### config.mk
export PLATFORM = sky130hd
export DESIGN_NAME = cic_decimator
export DESIGN_NICKNAME = d
export VERILOG_FILES = /design/src/rtl/cic_pkg.sv /design/src/rtl/cic_integ.sv /design/src/rtl/cic_phase.sv /design/src/rtl/cic_comb.sv /design/src/rtl/cic_round.sv /design/src/rtl/cic_decimator.sv
export SDC_FILE = /design/constraint.sdc
export NUM_CORES = 1
export LEC_CHECK = 0
export BUFFER_PORTS_ARGS = -buffer_cell sky130_fd_sc_hd__buf_4
export CAP_MARGIN = 10
export CELL_PAD_IN_SITES_DETAIL_PLACEMENT = 0
export CELL_PAD_IN_SITES_GLOBAL_PLACEMENT = 1
export CORE_UTILIZATION = 28
export DETAILED_ROUTE_END_ITERATION = 16
export PLACE_DENSITY_LB_ADDON = 0.1
export SKIP_CTS_REPAIR_TIMING = 1
export SLEW_MARGIN = 20
export SYNTH_ARGS = -nofsm -noshare
export SYNTH_HDL_FRONTEND = slang
export SYNTH_SLANG_ARGS = --single-unit
### constraint.sdc
create_clock -name clk -period 3.2 [get_ports clk]
set_input_delay 0.64 -clock clk [delete_from_list [all_inputs] [get_ports clk]]
set_output_delay 0.64 -clock clk [all_outputs]
set_load 0.05 [all_outputs]
### src/rtl/cic_pkg.sv
package cic_pkg;

  // smallest b with 2**b >= v
  function automatic int ceil_log2(input int v);
    int b;
    b = 0;
    while ((1 << b) < v) b++;
    return b;
  endfunction

  // bits of growth needed so that the difference chain never loses its result
  function automatic int growth_bits(input int stages, input int rate, input int dly);
    return stages * ceil_log2(rate * dly);
  endfunction

endpackage

### src/rtl/cic_integ.sv
module cic_integ #(
  parameter int W = 21
) (
  input  logic         clk,
  input  logic         rst_n,
  input  logic         clr,
  input  logic         en,
  input  logic [W-1:0] din,
  output logic [W-1:0] acc
);

  logic [W-1:0] acc_q;
  logic [W-1:0] acc_d;

  always_comb begin
    acc_d = acc_q;
    if (clr)     acc_d = '0;
    else if (en) acc_d = acc_q + din;   // wraps modulo 2**W on purpose
  end

  always_ff @(posedge clk or negedge rst_n) begin
    if (!rst_n) acc_q <= '0;
    else        acc_q <= acc_d;
  end

  assign acc = acc_q;

  // no accepted sample, no change of the running sum
  a_r2_integ_hold: assert property (@(posedge clk) disable iff (!rst_n)
    (!en && !clr) |=> $stable(acc_q));

  // a clear empties the running sum
  a_r8_integ_clear: assert property (@(posedge clk) disable iff (!rst_n)
    clr |=> (acc_q == '0));

endmodule

### src/rtl/cic_phase.sv
module cic_phase #(
  parameter int RATE = 8
) (
  input  logic clk,
  input  logic rst_n,
  input  logic clr,
  input  logic en,
  output logic last
);

  localparam int PH_W = (RATE > 1) ? $clog2(RATE) : 1;
  localparam logic [PH_W-1:0] LAST_IDX = PH_W'(RATE - 1);

  logic [PH_W-1:0] ph_q;
  logic [PH_W-1:0] ph_d;

  always_comb begin
    ph_d = ph_q;
    if (clr) begin
      ph_d = '0;
    end else if (en) begin
      if (ph_q == LAST_IDX) ph_d = '0;
      else                  ph_d = ph_q + PH_W'(1);
    end
  end

  always_ff @(posedge clk or negedge rst_n) begin
    if (!rst_n) ph_q <= '0;
    else        ph_q <= ph_d;
  end

  assign last = (ph_q == LAST_IDX);

  // without an accepted sample the position in the group is frozen
  a_r9_phase_hold: assert property (@(posedge clk) disable iff (!rst_n)
    (!en && !clr) |=> $stable(ph_q));

  // after the group boundary the count starts again at zero
  a_r3_phase_wrap: assert property (@(posedge clk) disable iff (!rst_n)
    (en && last && !clr) |=> (ph_q == '0));

endmodule

### src/rtl/cic_comb.sv
module cic_comb #(
  parameter int W   = 21,
  parameter int DLY = 1
) (
  input  logic         clk,
  input  logic         rst_n,
  input  logic         clr,
  input  logic         en,
  input  logic [W-1:0] din,
  output logic [W-1:0] dout
);

  logic [DLY-1:0][W-1:0] line_q;
  logic [DLY-1:0][W-1:0] line_d;
  logic [W-1:0]          out_q;
  logic [W-1:0]          out_d;

  always_comb begin
    line_d = line_q;
    out_d  = out_q;
    if (clr) begin
      line_d = '0;
      out_d  = '0;
    end else if (en) begin
      out_d     = din - line_q[DLY-1];   // difference against DLY low-rate samples back
      line_d[0] = din;
      for (int i = 1; i < DLY; i++) line_d[i] = line_q[i-1];
    end
  end

  always_ff @(posedge clk or negedge rst_n) begin
    if (!rst_n) begin
      line_q <= '0;
      out_q  <= '0;
    end else begin
      line_q <= line_d;
      out_q  <= out_d;
    end
  end

  assign dout = out_q;

  // differences move only on the low-rate strobe
  a_r4_comb_idle: assert property (@(posedge clk) disable iff (!rst_n)
    (!en && !clr) |=> ($stable(out_q) && $stable(line_q)));

  // a clear empties the difference stage
  a_r8_comb_clear: assert property (@(posedge clk) disable iff (!rst_n)
    clr |=> (out_q == '0));

endmodule

### src/rtl/cic_round.sv
module cic_round #(
  parameter int FULL_W = 21,
  parameter int OUT_W  = 18
) (
  input  logic [FULL_W-1:0] full,
  output logic [OUT_W-1:0]  rounded
);

  localparam int SHIFT = FULL_W - OUT_W;

  generate
    if (SHIFT == 0) begin : g_pass
      assign rounded = full;
    end else begin : g_round
      localparam logic [FULL_W-1:0] HALF = FULL_W'(1) << (SHIFT - 1);
      // round half up: add half an output LSB, then drop the low bits
      assign rounded = OUT_W'((full + HALF) >> SHIFT);
    end
  endgenerate

endmodule

### src/rtl/cic_decimator.sv
module cic_decimator #(
  parameter int IN_W       = 12,
  parameter int STAGES     = 3,
  parameter int RATE       = 8,
  parameter int DIFF_DELAY = 1,
  parameter int OUT_W      = 18
) (
  input  logic             clk,
  input  logic             rst_n,
  input  logic             clr,
  input  logic             ce,
  input  logic             in_valid,
  input  logic [IN_W-1:0]  in_data,
  output logic             out_valid,
  output logic [OUT_W-1:0] out_data
);

  localparam int ACC_W = IN_W + cic_pkg::growth_bits(STAGES, RATE, DIFF_DELAY);
  localparam int EXT_W = ACC_W - IN_W;

  logic accept;
  logic grp_last;
  logic strobe;
  logic vld_q;
  logic vld_d;

  logic [STAGES:0][ACC_W-1:0] integ_bus;
  logic [STAGES:0][ACC_W-1:0] comb_bus;

  assign accept = ce & in_valid;
  assign strobe = accept & grp_last;

  // sign extension into the internal word
  assign integ_bus[0] = {{EXT_W{in_data[IN_W-1]}}, in_data};

  generate
    for (genvar k = 0; k < STAGES; k++) begin : g_integ
      cic_integ #(.W(ACC_W)) u_integ (
        .clk   (clk),
        .rst_n (rst_n),
        .clr   (clr),
        .en    (accept),
        .din   (integ_bus[k]),
        .acc   (integ_bus[k+1])
      );
    end
  endgenerate

  cic_phase #(.RATE(RATE)) u_phase (
    .clk   (clk),
    .rst_n (rst_n),
    .clr   (clr),
    .en    (accept),
    .last  (grp_last)
  );

  // the difference chain samples the last running sum only on the strobe
  assign comb_bus[0] = integ_bus[STAGES];

  generate
    for (genvar k = 0; k < STAGES; k++) begin : g_comb
      cic_comb #(.W(ACC_W), .DLY(DIFF_DELAY)) u_comb (
        .clk   (clk),
        .rst_n (rst_n),
        .clr   (clr),
        .en    (strobe),
        .din   (comb_bus[k]),
        .dout  (comb_bus[k+1])
      );
    end
  endgenerate

  cic_round #(.FULL_W(ACC_W), .OUT_W(OUT_W)) u_round (
    .full    (comb_bus[STAGES]),
    .rounded (out_data)
  );

  // valid pulse is not held by ce: it lives exactly one cycle
  always_comb begin
    vld_d = strobe & ~clr;
  end

  always_ff @(posedge clk or negedge rst_n) begin
    if (!rst_n) vld_q <= 1'b0;
    else        vld_q <= vld_d;
  end

  assign out_valid = vld_q;

  // the pulse never lasts two cycles
  a_r3_single_pulse: assert property (@(posedge clk) disable iff (!rst_n)
    out_valid |=> !out_valid);

  // a clear suppresses the pulse of the same cycle
  a_r8_clear_no_pulse: assert property (@(posedge clk) disable iff (!rst_n)
    clr |=> !out_valid);

  // no pulse follows a cycle without ce
  a_r9_no_pulse_idle: assert property (@(posedge clk) disable iff (!rst_n)
    !ce |=> !out_valid);

endmodule

==> metrics.md <==
| Metric | Value |
|---|---|
| Outcome | `finished, final reports clean` |
| DP Cell Count | `2057` |
| Routed len/inst | `15.0 um` |
| Final worst path period need | `2.98 ns` |
| First-pass detailed-route iteration total | `4` |
| XOR/XNOR Fraction of Synth Area | `7.59%` |
| Clock power share | `42.8%` |
| Grt total ovfl | `0` |
| Largest family of logic cells by synthesized area | `compound AO/OA/AOI/OAI gates` |
| Num CTS Buffers | `17` |
| Critical Path AT | `2.34 ns` |
| Sequential power share | `44.6%` |
| Net Switching | `1.47 mW` |
| Clock Latency Late Sink | `0.45 ns` |
| First-pass GRT wire length | `52.8 mm` |
| Critical path capture point type | `primary output` |
| WS Path Type | `register to primary output` |
| Fraction of registers with async set or reset after synthesis | `100%` |
| Critical Path Max Stage Delay | `0.43 ns` |
| Final worst slack | `0.217 ns` |
| I/O Buffers | `35` |
| Largest net degree at the start of global routing | `86` |
| Critical path cell sequence | `and3_1, and3_1, nand3_1, nor3_2, nand4_1, xnor2_1, buf_4` |
| Final Hold Violating Endpoints | `0` |
| Setup TNS | `0 ns` |
| Layout net count | `1620` |
| Gr busiest metal | `met2` |
| WP data required | `2.56 ns` |
| Pwr per Cell Area | `379 mW/mm^2` |
| ANT cells | `0` |
| Part of the Yosys area used for sequential elements | `36.6%` |
| Critical-path top delay cell | `dfrtp_1` |
| Die ar. | `0.0475 mm^2` |
| Cell mode on critical path | `and3_1` |
| Clk root buf | `clkbuf_16` |
| Combinational power share | `12.6%` |
| Routed vias/inst | `4.83` |
| Compound-Gate Fraction of Synth Area | `25.1%` |
| Vias in the first global route | `10500` |
| Place WS | `0.108 ns` |
| Initial antenna violation count | `0` |
| Layout overhead on the synthesized area | `13.4%` |
| Setup Skew | `0.0104 ns` |
| Main synth FF type | `dfrtp_1` |
| Synthesized area | `0.0130 mm^2` |
| Syn_nets | `1591` |
| Grt met3 use | `1.76%` |
| Die W | `218 um` |
| Layout cell share with drive strength beyond 1 | `8.13%` |
| Pwr Total | `5.60 mW` |
| Clk sink count | `191` |
| Number of flops mapped to enable cells by yosys | `0` |
| Crit Path Max Fanout | `5` |
| Non-filler instance count after layout | `2089` |
| Post-synth cell types | `77` |
| Most frequent cells in the layout | `dfrtp_1 (191), nand2_1 (172), ha_1 (122)` |
| Crit path buf inv count | `1` |
| Routed Antenna Nets | `0` |
| Grt met2 use | `25.3%` |
| Routed Wire Length | `31.4 mm` |
| CP top delay family | `simple AND/OR/NAND/NOR gates` |
| CTS tree | `built` |
| GP Congestion | `0.802` |
| Achievable frequency | `335 MHz` |
| Multiplexer area fraction after synthesis | `0.393%` |
| Period utilisation layout | `93.2%` |
| Util after Layout | `32.4%` |
| M1 GR Usage | `16.5%` |
| CTS clk-pin slew, worst paths | `0.07 ns` |
| Max H-tree Level | `4` |
| Post-Syn Area per Cell | `9.02 um^2` |
| First DRT Iteration DRCs | `402` |
| Synthesized-area fraction occupied by adder cells | `12.5%` |
| FF+latch count, synth | `191` |
| Starting Density | `28.6%` |
| Total internal power | `4.13 mW` |
| Sw Share | `26.2%` |
| Slew @ Worst Pin | `0.659 ns` |
| # DRC | `0` |
| Max-Slew Margin vs Limit | `55.8%` |
| Gr usage total | `13.8%` |
| Final setup vio count | `0` |
| Core area | `0.0457 mm^2` |
| Max-Cap Viols | `0` |
| Syn Inst Count | `1447` |
| Crit start category | `register` |
| DR vias | `10100` |
| Synth Area in Simple Gates | `13.4%` |
| HPWL after DPL | `22.8 mm` |
| Most common cell after layout, fill and taps aside | `dfrtp_1` |
| Hold Crit Class | `input pin to async pin` |
| VDD IR max | `0.352 mV` |
| Die Height | `218 um` |
| Placement row count | `78` |
| Clk buf depth | `2` |
| Yosys warns | `0` |
| Fin. max-slew vios | `0` |
| Unrepaired setup endpoints after global routing | `no` |
| IO Pins | `36` |
| Pleak | `6.75 nW` |
-- per-layer routing --
metal  wire, um  share of wire [%]  up-vias
li1           -                  -     5270
met1      14500                 46     4689
met2      15800                 50       97
met3        427                1.4       40
met4        671                2.1        0
met5          0                  0        -
-- worst register-to-register path: stages (launching register included) --
cell	delay, ns
dfrtp_1	0.41
inv_1	0.08
ha_1	0.17
inv_1	0.06
fa_1	0.40
a21oi_1	0.25
o21a_1	0.21
o21ai_1	0.10
o311ai_0	0.46
buf_4	0.21
a41oi_1	0.13
nor2_1	0.14
xnor2_1	0.13
o21ai_0	0.09
-- cells in the mapped netlist (5+ instances only) --
master / n / area share (%)
a22o_1: 68 / 4.6
ha_1: 122 / 12
clkbuf_1: 43 / 1.2
o31ai_1: 12 / 0.69
o21a_1: 14 / 0.81
nand4_1: 19 / 0.91
nor2b_1: 19 / 0.91
or3_1: 10 / 0.48
o21ai_1: 7 / 0.27
nand2b_1: 13 / 0.62
xnor2_1: 65 / 4.4
nor3_1: 15 / 0.58
o21ai_0: 118 / 4.5
nand3_1: 22 / 0.84
a211oi_1: 12 / 0.69
dfrtp_1: 191 / 37
nand2_1: 172 / 4.9
and2_1: 8 / 0.38
nor2_1: 64 / 1.8
fa_1: 5 / 0.77
inv_1: 97 / 2.8
nand3b_1: 7 / 0.40
a31oi_1: 11 / 0.53
buf_1: 8 / 0.23
and3_1: 14 / 0.67
o21bai_1: 17 / 0.98
o211ai_1: 7 / 0.40
a21o_1: 40 / 2.3
xor2_1: 48 / 3.2
a21oi_1: 117 / 4.5
-- state kept, by name (all words and copies together), names as in the netlist --
signal	count
g_comb.u_comb.line_q	63
g_integ.u_integ.acc	63
g_comb.u_comb.dout	61
u_phase.ph_q	3
out_valid	1
-- power by group through the flow --
stage | Combinational [mW] | Sequential, mW | Clock, mW
floorplan | 0.483 | 2.53 | 0
global placement | 0.714 | 2.55 | 0
detailed placement | 0.715 | 2.55 | 0
CTS | 0.716 | 2.50 | 2.49
global route | 0.798 | 2.51 | 2.59
finish | 0.704 | 2.50 | 2.40
-- area by class of cell --
cell class,count,area [um^2]
multi-input cells,1105,7710
clock inverters,14,215
flip-flops and latches,191,4780
inverters,98,368
fillers,4878,30900
repair buffers,63,529
clock buffers,18,439
well taps,600,751
-- cell families (layout without fill, tap and decap cells) --
logic type | count (synthesis) | in the layout
buffers and inverters | 151 | 193
and+or+nand+nor | 377 | 377
adders and majority gates | 127 | 127
muxes | 5 | 5
AOI/OAI and AO/OA | 483 | 483
xor gates and xnor gates | 113 | 113
DFF | 191 | 191
-- metrics by stage --
step / hold WS (ns) / area (um^2)
floorplan: 0.344 / 13000
global placement: 0.468 / 14100
detailed placement: 0.471 / 14100
CTS: 0.222 / 14800
global route: 0.243 / 14800
finish: 0.192 / 14800
-- final timing paths --
kind / start / end / slack (ns) / cells past startpoint
setup / recovery: g_comb[2].u_comb.dout[4]$_DFFE_PN0P_ / out_data[17] / 0.22 / 7
min in group clk: g_comb[0].u_comb.dout[0]$_DFFE_PN0P_ / g_comb[0].u_comb.dout[0]$_DFFE_PN0P_ / 0.48 / 2
hold reg to reg: g_comb[0].u_comb.dout[0]$_DFFE_PN0P_ / g_comb[0].u_comb.dout[0]$_DFFE_PN0P_ / 0.48 / 2
hold / removal: rst_n / g_comb[2].u_comb.dout[4]$_DFFE_PN0P_ / 0.19 / 1
setup reg to reg: g_integ[2].u_integ.acc[0]$_DFFE_PN0P_ / g_comb[0].u_comb.dout[20]$_DFFE_PN0P_ / 0.24 / 13
max in group asynchronous: rst_n / g_integ[2].u_integ.acc[17]$_DFFE_PN0P_ / 2.24 / 2
Note: power is estimated with default switching activity, not from simulation.
